`src/rtl/sadc_pkg.sv`:
```
package sadc_pkg;
    localparam int CW        = 12;
    localparam int DATA_W    = 12;
    localparam int ADDR_W    = 2;
    localparam int FRAME_LEN = 16;
    localparam int LOAD_LEN  = 12;
    localparam int MUX_EDGE  = 14;

    localparam int BIT_WR  = 11;
    localparam int ADDR_HI = 7;
    localparam int ADDR_LO = 6;
    localparam int PM_HI   = 5;
    localparam int PM_LO   = 4;
    localparam int BIT_RNG = 1;
    localparam int BIT_COD = 0;

    localparam logic [1:0] PM_NORMAL = 2'b11;
    localparam logic [1:0] PM_FULL   = 2'b10;
    localparam logic [1:0] PM_AUTO   = 2'b01;
    localparam logic [1:0] PM_BAD    = 2'b00;

    typedef enum logic [2:0] {FR_IDLE, FR_LOAD, FR_WAIT, FR_HOLD, FR_DONE} frame_st_t;
    typedef enum logic [1:0] {PW_OFF, PW_WAKE, PW_ON} pwr_st_t;
endpackage

```
`src/rtl/sadc_fmt.sv`:
```
module sadc_fmt
    import sadc_pkg::*;
#(
    parameter int FLEN = FRAME_LEN,
    parameter int AW   = ADDR_W,
    parameter int DW   = DATA_W
) (
    input  logic [DW-1:0]   raw,
    input  logic [AW-1:0]   addr,
    input  logic            straight,
    output logic [FLEN-1:0] word
);
    localparam int PAD = FLEN - AW - DW;

    logic [DW-1:0] coded;

    always_comb begin
        coded = raw;
        if (!straight) coded[DW-1] = ~raw[DW-1];
    end

    generate
        if (PAD > 0) begin : g_pad
            assign word = {{PAD{1'b0}}, addr, coded};
        end else begin : g_nopad
            assign word = {addr, coded};
        end
    endgenerate
endmodule

```
`src/rtl/sadc_frame.sv`:
```
module sadc_frame
    import sadc_pkg::*;
#(
    parameter int FLEN  = FRAME_LEN,
    parameter int LLEN  = LOAD_LEN,
    parameter int MEDGE = MUX_EDGE,
    parameter int W     = CW,
    localparam int CNT_W = $clog2(FLEN + 1)
) (
    input  logic             clk,
    input  logic             rst_n,
    input  logic             cs_n,
    input  logic             sclk,
    input  logic             din,
    input  logic [FLEN-1:0]  tx_word,
    output logic             frame_start,
    output logic             frame_end,
    output logic             sel_early,
    output logic [W-1:0]     rx_word,
    output logic [CNT_W-1:0] edge_cnt,
    output logic             dout,
    output logic             dout_oe
);
    localparam logic [CNT_W-1:0] C_LOAD = CNT_W'(LLEN - 1);
    localparam logic [CNT_W-1:0] C_MUX  = CNT_W'(MEDGE - 1);
    localparam logic [CNT_W-1:0] C_LAST = CNT_W'(FLEN - 1);
    localparam logic [CNT_W-1:0] C_FULL = CNT_W'(FLEN);

    frame_st_t       state, nxt;
    logic            sclk_q, cs_q, fall;
    logic [FLEN-1:0] tx;

    assign fall = sclk_q & ~sclk & ~cs_n;

    always_comb begin
        nxt = state;
        if (cs_n) begin
            nxt = FR_IDLE;
        end else begin
            unique case (state)
                FR_IDLE: if (cs_q)                      nxt = FR_LOAD;
                FR_LOAD: if (fall && edge_cnt == C_LOAD) nxt = FR_WAIT;
                FR_WAIT: if (fall && edge_cnt == C_MUX)  nxt = FR_HOLD;
                FR_HOLD: if (fall && edge_cnt == C_LAST) nxt = FR_DONE;
                FR_DONE: nxt = FR_DONE;
                default: nxt = FR_IDLE;
            endcase
        end
    end

    always_ff @(posedge clk or negedge rst_n) begin
        if (!rst_n) begin
            state    <= FR_IDLE;
            sclk_q   <= 1'b1;
            cs_q     <= 1'b1;
            edge_cnt <= '0;
            rx_word  <= '0;
            tx       <= '0;
        end else begin
            state  <= nxt;
            sclk_q <= sclk;
            cs_q   <= cs_n;
            if (state == FR_IDLE)
                edge_cnt <= '0;
            else if (fall && edge_cnt != C_FULL)
                edge_cnt <= edge_cnt + 1'b1;
            if (frame_start)
                rx_word <= '0;
            else if (fall && state == FR_LOAD)
                rx_word <= {rx_word[W-2:0], din};
            if (frame_start)
                tx <= tx_word;
            else if (fall && state != FR_IDLE)
                tx <= {tx[FLEN-2:0], 1'b0};
        end
    end

    always_comb begin
        frame_start = (state == FR_IDLE) & cs_q & ~cs_n;
        frame_end   = (state == FR_HOLD) & fall & (edge_cnt == C_LAST);
        sel_early   = (state == FR_HOLD);
        dout_oe     = (state != FR_IDLE);
        dout        = dout_oe & tx[FLEN-1];
    end
endmodule

```
`src/rtl/sadc_power.sv`:
```
module sadc_power
    import sadc_pkg::*;
#(
    parameter int WAKE_CYC = 50,
    localparam int WK_W = $clog2(WAKE_CYC + 1)
) (
    input  logic       clk,
    input  logic       rst_n,
    input  logic [1:0] mode,
    input  logic       frame_start,
    input  logic       frame_end,
    output logic       powered,
    output logic       ready
);
    localparam logic [WK_W-1:0] WK_LAST = WK_W'(WAKE_CYC - 1);

    pwr_st_t         state, nxt;
    logic [WK_W-1:0] wcnt;

    always_comb begin
        nxt = state;
        unique case (state)
            PW_OFF: begin
                if (mode == PM_NORMAL)                     nxt = PW_WAKE;
                else if (mode == PM_AUTO && frame_start)   nxt = PW_WAKE;
            end
            PW_WAKE: begin
                if (mode == PM_FULL)                       nxt = PW_OFF;
                else if (wcnt == WK_LAST)                  nxt = PW_ON;
            end
            PW_ON: begin
                if (mode == PM_FULL)                       nxt = PW_OFF;
                else if (mode == PM_AUTO && frame_end)     nxt = PW_OFF;
            end
            default: nxt = PW_OFF;
        endcase
    end

    always_ff @(posedge clk or negedge rst_n) begin
        if (!rst_n) begin
            state <= PW_ON;
            wcnt  <= '0;
        end else begin
            state <= nxt;
            if (state != PW_WAKE) wcnt <= '0;
            else                  wcnt <= wcnt + 1'b1;
        end
    end

    always_comb begin
        powered = (state != PW_OFF);
        ready   = (state == PW_ON);
    end
endmodule

```
`src/rtl/sadc_ctrl_port.sv`:
```
module sadc_ctrl_port
    import sadc_pkg::*;
#(
    parameter int WAKE_CYC = 50
) (
    input  logic              clk,
    input  logic              rst_n,
    input  logic              cs_n,
    input  logic              sclk,
    input  logic              din,
    input  logic [DATA_W-1:0] sample,
    output logic              dout,
    output logic              dout_oe,
    output logic [ADDR_W-1:0] mux_sel,
    output logic              range_sel,
    output logic              coding_sel,
    output logic [1:0]        pwr_mode,
    output logic              pm_err,
    output logic              powered,
    output logic              ready
);
    localparam int CNT_W = $clog2(FRAME_LEN + 1);

    logic [ADDR_W-1:0]    reg_addr;
    logic [1:0]           reg_pm;
    logic                 reg_rng, reg_cod, reg_err;
    logic [FRAME_LEN-1:0] tx_word;
    logic [CW-1:0]        rx_word;
    logic [CNT_W-1:0]     edge_cnt;
    logic                 frame_start, frame_end, sel_early, wr_commit;
    logic                 unused_bits;

    assign unused_bits = ^{rx_word[10:8], rx_word[3:2]};
    assign wr_commit   = frame_end & rx_word[BIT_WR];

    sadc_fmt u_fmt (
        .raw      (sample),
        .addr     (reg_addr),
        .straight (reg_cod),
        .word     (tx_word)
    );

    sadc_frame u_frame (
        .clk         (clk),
        .rst_n       (rst_n),
        .cs_n        (cs_n),
        .sclk        (sclk),
        .din         (din),
        .tx_word     (tx_word),
        .frame_start (frame_start),
        .frame_end   (frame_end),
        .sel_early   (sel_early),
        .rx_word     (rx_word),
        .edge_cnt    (edge_cnt),
        .dout        (dout),
        .dout_oe     (dout_oe)
    );

    sadc_power #(.WAKE_CYC(WAKE_CYC)) u_power (
        .clk         (clk),
        .rst_n       (rst_n),
        .mode        (reg_pm),
        .frame_start (frame_start),
        .frame_end   (frame_end),
        .powered     (powered),
        .ready       (ready)
    );

    always_ff @(posedge clk or negedge rst_n) begin
        if (!rst_n) begin
            reg_addr <= '0;
            reg_pm   <= PM_NORMAL;
            reg_rng  <= 1'b0;
            reg_cod  <= 1'b0;
            reg_err  <= 1'b0;
        end else if (wr_commit) begin
            reg_addr <= rx_word[ADDR_HI:ADDR_LO];
            reg_rng  <= rx_word[BIT_RNG];
            reg_cod  <= rx_word[BIT_COD];
            if (rx_word[PM_HI:PM_LO] == PM_BAD) begin
                reg_err <= 1'b1;
            end else begin
                reg_pm  <= rx_word[PM_HI:PM_LO];
                reg_err <= 1'b0;
            end
        end
    end

    always_comb begin
        mux_sel    = (sel_early && rx_word[BIT_WR]) ? rx_word[ADDR_HI:ADDR_LO] : reg_addr;
        range_sel  = reg_rng;
        coding_sel = reg_cod;
        pwr_mode   = reg_pm;
        pm_err     = reg_err;
    end
endmodule

```
`config.mk`:
```
export PLATFORM = sky130hd
export DESIGN_NAME = sadc_ctrl_port
export DESIGN_NICKNAME = d
export VERILOG_FILES = /design/src/rtl/sadc_pkg.sv /design/src/rtl/sadc_fmt.sv /design/src/rtl/sadc_frame.sv /design/src/rtl/sadc_power.sv /design/src/rtl/sadc_ctrl_port.sv
export SDC_FILE = /design/constraint.sdc
export NUM_CORES = 1
export LEC_CHECK = 0
export BUFFER_PORTS_ARGS = -buffer_cell sky130_fd_sc_hd__buf_2
export CAP_MARGIN = 40
export CELL_PAD_IN_SITES_DETAIL_PLACEMENT = 0
export CELL_PAD_IN_SITES_GLOBAL_PLACEMENT = 1
export CORE_MARGIN = 10
export CORE_UTILIZATION = 45
export CTS_BUF_LIST = sky130_fd_sc_hd__clkbuf_4 sky130_fd_sc_hd__clkbuf_8
export DETAILED_ROUTE_END_ITERATION = 16
export HOLD_SLACK_MARGIN = 0.08
export PLACE_DENSITY_LB_ADDON = 0.1
export SLEW_MARGIN = 20
export SYNTH_ARGS = -nofsm -noshare
export SYNTH_HDL_FRONTEND = slang
export SYNTH_SLANG_ARGS = --single-unit
```
`constraint.sdc`:
```
create_clock -name clk -period 3.9 [get_ports clk]
set_clock_uncertainty 0.2 [all_clocks]
set_input_delay 0.39 -clock clk [delete_from_list [all_inputs] [get_ports clk]]
set_output_delay 0.39 -clock clk [all_outputs]
set_load 0.02 [all_outputs]
```
Word level (Yosys, flattened, before mapping)
Index checks and enable logic that the tools add are counted.

operators by class
  add/subtract/negate cells = 2
  eq/ne operators = 22
  muxes and demuxes = 23
  bitwise operators = 12
  reduce and logical (&&, ||, !) cells = 20

operators with widths
  operator               number
  $mux W16               2
  $mux W12               2
  $eq A5 B4 Y1 const B   3
  $mux W3                5
  $pmux W3 S5            1
  $mux W2                7
  $ne A3 B2 Y1 const B   4
  $mux W5                2
  $logic_and A1 B1 Y1    9
  $ne A3 B1 Y1 const B   3
  $and A1 B1 Y1          8
  $reduce_bool A2 Y1     4
  $add A6 B1 Y6 const B  1
  $eq A2 B2 Y1 const B   3
  $eq A3 B2 Y1 const B   2
  $eq A6 B6 Y1 const B   1
  $mux W6                1
  $pmux W2 S3            1
  $add A5 B1 Y5 const B  1
  $ne A5 B5 Y1 const B   1
  $eq A2 B1 Y1 const B   2
  $logic_not A2 Y1       2
  $not A1 Y1             4
  $reduce_and A4 Y1      1
  8 further kinds        9

storage, ports and cells
  register bits after elaboration = 53
  input port bits = 17
  output and inout port bits = 11
  word-level logic and storage cells = 92

Longest topological paths before layout
Gate-level depths: netlist (run 1).

  depth after elaboration = 9
  gate-level depth with buffers = 7
  depth with buffers taken out = 6

Cells and area by module
Synthesis (run 1) repeated with hierarchy kept, for this count alone.

unflattened totals
  cells, all modules = 261
  area, all modules = 2625.0 sq um

modules (own cells, without submodules)
  module          instances  cells each  area an instance (sq um)  sequential area each (sq um)
  sadc_frame      1          181         1767.9                    953.4
  sadc_power      1          41          406.6                     201.4
  sadc_ctrl_port  1          22          325.3                     177.7
  sadc_fmt        1          17          125.1                     0.0

Worst setup path after synthesis (run 1)
Ideal clock, no wire load.

  path type = register -> register
  start = reg u_frame.edge_cnt[0]
  end = reg reg_cod (netlist: coding_sel)
  setup time = 0.125 ns
  arrival time = 1.736 ns
  data required time = 3.575 ns
  setup slack = 1.839 ns
  stages on the path, launching flop included = 8
  path buffers = 1
  period minus slack after synthesis = 2.061 ns
  cell sequence = dfrtp_1 ha_1 and3_1 ha_1 and4bb_2 and2_1 buf_2 mux2_2

between the ends
  word-level cells in the longest chain between the ends = 3

ends and longest elaborated chain
  item                    line                  text
  from (decl)             sadc_frame.sv:20      output logic [CNT_W-1:0] edge_cnt,
  from (signal assigned)  sadc_frame.sv:66      edge_cnt <= edge_cnt + 1'b1;
  $eq A5 B4 Y1            sadc_frame.sv:80      frame_end = (state == FR_HOLD) & fall & (edge_cnt == C_LAST);
  $and A1 B1 Y1           sadc_frame.sv:80
  $and A1 B1 Y1           sadc_ctrl_port.sv:34  assign wr_commit = frame_end & rx_word[BIT_WR];
  to (signal assigned)    sadc_ctrl_port.sv:79  reg_cod <= rx_word[BIT_COD];
  to (decl)               sadc_ctrl_port.sv:26  logic reg_rng, reg_cod, reg_err;

Every way passes these cells.
A chain may end at the register's enable or synchronous reset.

Worst setup path in the final report (run 1)
  start = in cs_n
  end = reg u_frame.tx[5]

between the ends
  word-level cells in the longest chain between the ends = 4
  elaborated cells between the ends (all ways) = 6
  classes of those cells = mux (1); bitwise (3); reduce/logical (2)

ends and longest elaborated chain
  item                          line                                text
  from (decl)                   sadc_ctrl_port.sv:8                 input logic cs_n,
  $not A1 Y1 (*)                sadc_frame.sv:33, sadc_frame.sv:79
  $and A1 B1 Y1                 sadc_frame.sv:33                    assign fall = sclk_q & ~sclk & ~cs_n;
  $logic_and A1 B1 Y1           sadc_frame.sv:73                    else if (fall && state != FR_IDLE)
  $reduce_bool A2 Y1 (no line)  --
  to (signal assigned)          sadc_frame.sv:72                    tx <= tx_word;
  to (signal assigned)          sadc_frame.sv:74                    tx <= {tx[FLEN-2:0], 1'b0};
  to (decl)                     sadc_frame.sv:31                    logic [FLEN-1:0] tx;

Mark *: on every way between the ends. The rest lies on a longest branch, timed or not.

==> out/qor.yml, run 1 <==
synthesis:
  yosys.area_share.xor_xnor_pct: 1.34
  netlist_area_um2: 2610
  synth_compound_area_share_pct: 16.1
  syn_area_per_cell_um2: 10.4
  synth_top_family_by_area: "simple AND/OR/NAND/NOR gates"
  synthTopCellsByArea: "dfrtp_1 46%, dfstp_2 5.0%, nand3_1 4.8%, a221o_1 4.2%, a21oi_1 4.0%"
  yosysUniqueCellTypes: 48
  muxShareOfSynthArea_pct: 2.54
  synth-adder-area-share_pct: 2.87
  synth_simple_gate_area_share_pct: 21.8
  ys.flop_type: "dfrtp_1"
  yosysTopAreaCell: "dfrtp_1"
  ys_ff_latch: 53
  async_reset_ff_share_pct: 100
  ys_seq_area_share_pct: 51.0
  syn_nets: 275
  synth_top_area_share_pct: 46.0
  synth_warnings: 0
  syn_inst: 252
  synth_edf_count: 0
floorplan:
  pin_count: 28
  start_util_pct: 46.9
  design.die.area_um2: 9260
  core_um2: 5570
  die_h_um: 96.2
  die_x_um: 96.2
  rows: 27
worst_hold_path:
  min_to: "u_frame.rx_word[0]"
  hp-start: "din"
  hp-class: "primary input to flop"
  holdPathStages: 3
clock_network:
  htreeDepth: 2
  path_clk_slew_ps: 100
  cts.sinks: 53
  cts_max_path_buffers: 2
  cts_resized: 0
  clk_latency_ps: 310
  cts_root_buf: "clkbuf_8"
  cts_tree: "built"
  cts_buffers: 5
drt:
  num_vias: 1996
  drt_wl_total_um: 5670
  drt.antenna.violating_nets: 0
  drt-initial-drc-count: 116
  drc: 0
  via_per_inst: 5.65
  drt-pass1-iter-count: 4
  wl_per_cell_um: 16.1
critical_path:
  cp-end-kind: "flop"
  reg2reg_setup_slack_ps: 1620
  r2r-start: "u_frame.edge_cnt[0]"
  start_kind: "primary input"
  critPathKind: "primary input to flop"
  r2r-end: "coding_sel"
  r2r_cells: 6
  cp_max_fo: 19
  required_ps: 3890
  crit_arrival_ps: 2520
finish:
  syn_to_final_growth_pct: 13.1
  mostFrequentLayoutCells: "48 x dfrtp_1, 27 x buf_2, 25 x nand3_1"
  num_antenna_cells: 0
  final_cells: 353
  final_util_pct: 53.0
  nNetsFinal: 303
  layout_commonest_cell: "dfrtp_1"
  drive_gt1_share_pct: 21.0
grt:
  grt_max_degree: 29
  grt_pass1_wl_um: 9810
  grt_use_total_pct: 13.2
  grt_overflow: 0
  grt_pass1_vias: 1948
  antenna_found_initial: 0
power_and_ir_drop:
  sw_frac_of_total_pct: 23.8
  p_comb_share_pct: 9.1
  p_int_mw: 0.822
  leakage_nw: 1.35
  seqPwrFrac_pct: 55.4
  p_sw_mw: 0.256
  pwr_density_cell_nw_per_um2: 365
  p_clk_share_pct: 35.5
  worst_ir_drop_vdd_mv: 0.193
sta:
  hold_viol_final: 0
  setup_tns_ps: 0
  hold-worst-slack_ps: 116
  setup_violations: 0
  post-route-period-util_pct: 65.0
  fmax_ghz: 0.394
  min_period_ps: 2540
  tightest_slew_ps: 640
  slew_headroom_pct: 57.3
  rsz0062_at_grt: "false"
  drv_slew: 0
place:
  hpwl_um: 3960
  routabilityCongestion: 0.734
  dpl.cell_count: 341
  portBuffers: 27
run_status:
  status: "completed"
job:
  cap_viol_max_count: 0
[per-layer routing]
metal	track usage (%)	wire (um)	up-vias
li1	-	-	983
met4	3.69	31	0
met5	0	0	-
met1	18.0	2590	972
met3	3.35	307	2
met2	20.2	2740	39
[registers in the layout (all words and copies together), names as in the netlist]
| register | flops |
|---|---|
| u_frame.state | 3 |
| pm_err | 1 |
| u_power.state | 2 |
| range_sel | 1 |
| u_frame.cs_q | 1 |
| pwr_mode | 2 |
| u_frame.sclk_q | 1 |
| u_frame.tx | 16 |
| reg_addr | 2 |
| u_power.wcnt | 6 |
| u_frame.rx_word | 12 |
| coding_sel | 1 |
| u_frame.edge_cnt | 5 |
[critical path, cell delays in order]
cell           delay (ps)
dlygate4sd3_1         530
buf_2                 200
nor3b_4               580
mux2i_1               290
buf_4                 240
a221o_1               300
[cell usage after synthesis, types with 5 or more instances]
cell,count
dfrtp_1,48
inv_1,8
nor2_1,11
mux2_2,5
ha_1,6
o21ai_0,21
nand3_1,25
nor2b_1,5
and3_1,12
clkbuf_1,7
nand4b_1,5
buf_2,7
a221o_1,11
nand2_1,10
a21oi_1,21
dfstp_2,5
[logic make-up after synthesis]
logic type	count (synthesis)
AOI/OAI and AO/OA	65
xor gates and xnor gates	4
adders and majority gates	6
buffers and inverters	25
DFF	53
muxes	6
and+or+nand+nor	93
[repair_timing]
item                                   CTS  global route
hold buffers                             3             0
setup buffers                            0             0
endpoints found under the hold margin   26             0
[area by class of cell]
type	instances	area, um^2
clock inverter	2	38.8
multi-input combinational	174	1170
tap	72	90.1
clock buffer	6	76.3
timing repair buffer	37	218
inverter	9	33.8
fill	531	2620
sequential	53	1330
[worst max path at each step]
stage	slack (ps)	start	end
finish	1360	cs_n	u_frame.tx[5]
global route	1250	cs_n	u_frame.tx[7]
CTS	1370	cs_n	u_frame.tx[5]
detailed placement	1580	cs_n	u_frame.tx[1]
global placement	1530	u_frame.state[0]	u_frame.tx[10]
floorplan	1840	u_frame.edge_cnt[0]	coding_sel
[metrics by stage]
step	cell area (um^2)	power (mW)	setup slack, ps
CTS	2950	1.09	1370
detailed placement	2800	0.703	1580
global placement	2790	0.701	1530
global route	2960	1.13	1250
floorplan	2610	0.663	1840
finish	2960	1.08	1360
[power groups by stage]
| stage | clock [mW] | sequential, mW | combinational [mW] |
|---|---|---|---|
| after global routing | 0.422 | 0.600 | 0.112 |
| final | 0.383 | 0.597 | 0.0984 |
| after floorplan | 0 | 0.600 | 0.0633 |
| after detailed placement | 0 | 0.607 | 0.0963 |
| after CTS | 0.393 | 0.597 | 0.0994 |
| after global placement | 0 | 0.608 | 0.0932 |
No activity file was read; power rests on OpenSTA's default activity.
==> inputs of run 2 (changes only) <==
clock period = 2.5 ns   (was 3.9 ns; I/O delays follow)
==> run 2 against run 1 <==
Combinational power up 75%. Highest routed layer unchanged. Core utilization up 3.0 points. Clock-buffer cell count down 1.
==> out/qor.yml, run 2 (same netlist as run 1, synthesis figures left out) <==
run_status:
  status: "completed"  # unchanged
finish:
  final_util_pct: 56.0  # was 53.0%
  nNetsFinal: 317  # was 303
  syn_to_final_growth_pct: 19.5  # was 13.1%
  fill_cells: 508  # was 531
  top_regs: "u_frame.tx (16), u_frame.rx_word (12), u_power.wcnt (6)"  # unchanged
  largest_register_ffs: 16  # unchanged
  layout_commonest_cell: "dfrtp_1"  # unchanged
  mostFrequentLayoutCells: "48 x dfrtp_1, 27 x buf_2, 25 x nand3_1"  # unchanged
  largest_register: "u_frame.tx"  # unchanged
  drive_gt1_share_pct: 20.7  # was 21.0%
  num_antenna_cells: 0  # unchanged
grt:
  grtUsageMet1_pct: 16.7  # was 18.0%
  antenna_found_initial: 0  # unchanged
  busiest_layer: "met2"  # unchanged
  grt_max_degree: 33  # was 29
  grt_use_total_pct: 13.3  # was 13.2%
  grt_overflow: 0  # unchanged
  grt_pass1_vias: 2038  # was 1948
  use_met3_pct: 3.81  # was 3.35%
  grt_pass1_wl_um: 9920  # was 9810 um
  grt_util_met2_pct: 21.9  # was 20.2%
critical_path:
  r2r_cells: 6  # unchanged
  path_cells: "ha_1, and3_1, ha_1, and4bb_2, and2_1, mux2_2"  # was dlygate4sd3_1, buf_2, nor3b_4, mux2i_1, buf_4, a221o_1
  critPathKind: "flop to flop"  # was primary input to flop
  crit_path_frequent_cell: "ha_1"
  reg2reg_setup_slack_ps: 300  # was 1620 ps
  cp-end-kind: "flop"  # unchanged
  required_ps: 2500  # was 3890 ps
  r2r-start: "u_frame.edge_cnt[0]"  # unchanged
  critPathSlowestCell: "dfrtp_1"  # was nor3b_4
  slowest_delay_ps: 440  # was 580 ps
  crit_arrival_ps: 2200  # was 2520 ps
  r2r-end: "coding_sel"  # unchanged
  cp_max_fo: 7  # was 19
  start_kind: "flop"  # was primary input
drt:
  drt.antenna.violating_nets: 0  # unchanged
  drt-initial-drc-count: 81  # was 116
  wl_per_cell_um: 16.0  # was 16.1 um
  drt-pass1-iter-count: 4  # unchanged
  drc: 0  # unchanged
  drt_wl_total_um: 5860  # was 5670 um
  num_vias: 2073  # was 1996
  via_per_inst: 5.65  # about the same
sta:
  drv_slew: 0  # unchanged
  setup_tns_ps: 0  # unchanged
  fmax_ghz: 0.455
  tightest_slew_ps: 520  # was 640 ps
  slew_headroom_pct: 64.9  # was 57.3%
  hold_viol_final: 0  # unchanged
  min_period_ps: 2200
  rsz0062_at_grt: "false"  # unchanged
  final.setup.worst_slack_ps: 304  # was 1360 ps
  post-route-period-util_pct: 87.8
  setup_violations: 0  # unchanged
job:
  cap_viol_max_count: 0  # unchanged
power_and_ir_drop:
  worst_ir_drop_vdd_mv: 0.363  # was 0.193 mV
  p_comb_share_pct: 9.6  # was 9.1%
  p_clk_share_pct: 38.3  # was 35.5%
  p_sw_mw: 0.403  # was 0.256 mW
  pwr_density_cell_nw_per_um2: 572  # was 365 nW/um^2
  p_int_mw: 1.38  # was 0.822 mW
  seqPwrFrac_pct: 52.1  # was 55.4%
  leakage_nw: 1.43  # was 1.35 nW
  sw_frac_of_total_pct: 22.5  # was 23.8%
clock_network:
  cts_max_path_buffers: 2  # unchanged
  cts_root_buf: "clkbuf_8"  # unchanged
  clk_latency_ps: 310  # about the same
  post_cts_buffers: 0  # unchanged
  cts_resized: 0  # unchanged
  cts.sinks: 53  # unchanged
  cts_tree: "built"  # unchanged
  path_clk_slew_ps: 100  # about the same
  htreeDepth: 2  # unchanged
  cts_hold_buf: 15  # was 3
  cts_buffers: 5  # unchanged
floorplan:
  die_x_um: 96.2  # unchanged
  die_h_um: 96.2  # unchanged
  start_util_pct: 46.9  # unchanged
  core_um2: 5570  # unchanged
  pin_count: 28  # unchanged
  design.die.area_um2: 9260  # unchanged
  rows: 27  # unchanged
place:
  portBuffers: 27  # unchanged
  place_ws_ps: 333  # was 1580 ps
  routabilityCongestion: 0.751  # was 0.734
  hpwl_um: 4000  # was 3960 um
worst_hold_path:
  holdPathStages: 4  # was 3
  hp-start: "sample[11]"  # was din
  min_to: "u_frame.tx[11]"  # was u_frame.rx_word[0]
  hp-class: "primary input to flop"  # unchanged
-- run 2: how the worst max path moves through the flow --
stage,start,endpoint,slack (ps)
6_report,u_frame.edge_cnt[0],coding_sel,300
5_1_grt,u_frame.edge_cnt[0],coding_sel,180
4_1_cts,u_frame.edge_cnt[0],range_sel,300
3_5_place_dp,u_frame.edge_cnt[0],coding_sel,330
3_3_place_gp,u_frame.edge_cnt[0],coding_sel,370
2_1_floorplan,u_frame.edge_cnt[0],coding_sel,440
-- run 2: critical path: cells and delay by family (launching register included) --
kind / cells / cell delay, ps
simple gates: 3 / 700
mux: 1 / 370
flops: 1 / 440
fa+ha+maj: 2 / 370
-- run 2: layout make-up --
| cell class | instances | area (um^2) | share of cell area [%] |
|---|---|---|---|
| Inverter | 9 | 33.8 | 1.08 |
| Multi-Input combinational cell | 174 | 1170 | 37.4 |
| Tap cell | 72 | 90.1 | 2.88 |
| Clock inverter | 3 | 65.1 | 2.08 |
| Timing Repair Buffer | 51 | 365 | 11.7 |
| Sequential cell | 53 | 1330 | 42.7 |
| Clock buffer | 5 | 68.8 | 2.20 |
-- run 2: stage by stage --
stage                     hold WS [ps]  total power [mW]  instances  instance area, um^2
after CTS                          136              1.81        367                 3120
final                              137              1.79        367                 3120
after global routing               143              1.86        367                 3120
after floorplan                   -246              1.03        252                 2610
after global placement            58.5              1.10        344                 2840
after detailed placement          62.7              1.10        344                 2840
-- run 2: routing by layer --
metal  vias up  part of all wire [%]
li1       1006                     -
met1      1029                    46
met2        32                    48
met3         6                   5.5
met4         0                   1.0
met5         -                     0
-- run 2: power groups by stage --
| stage | logic, mW | clock network (mW) | registers, mW |
|---|---|---|---|
| 6_report | 0.172 | 0.684 | 0.930 |
| 5_1_grt | 0.191 | 0.735 | 0.935 |
| 4_1_cts | 0.176 | 0.700 | 0.929 |
| 3_5_place_dp | 0.157 | 0 | 0.946 |
| 3_3_place_gp | 0.158 | 0 | 0.946 |
| 2_1_floorplan | 0.0988 | 0 | 0.936 |
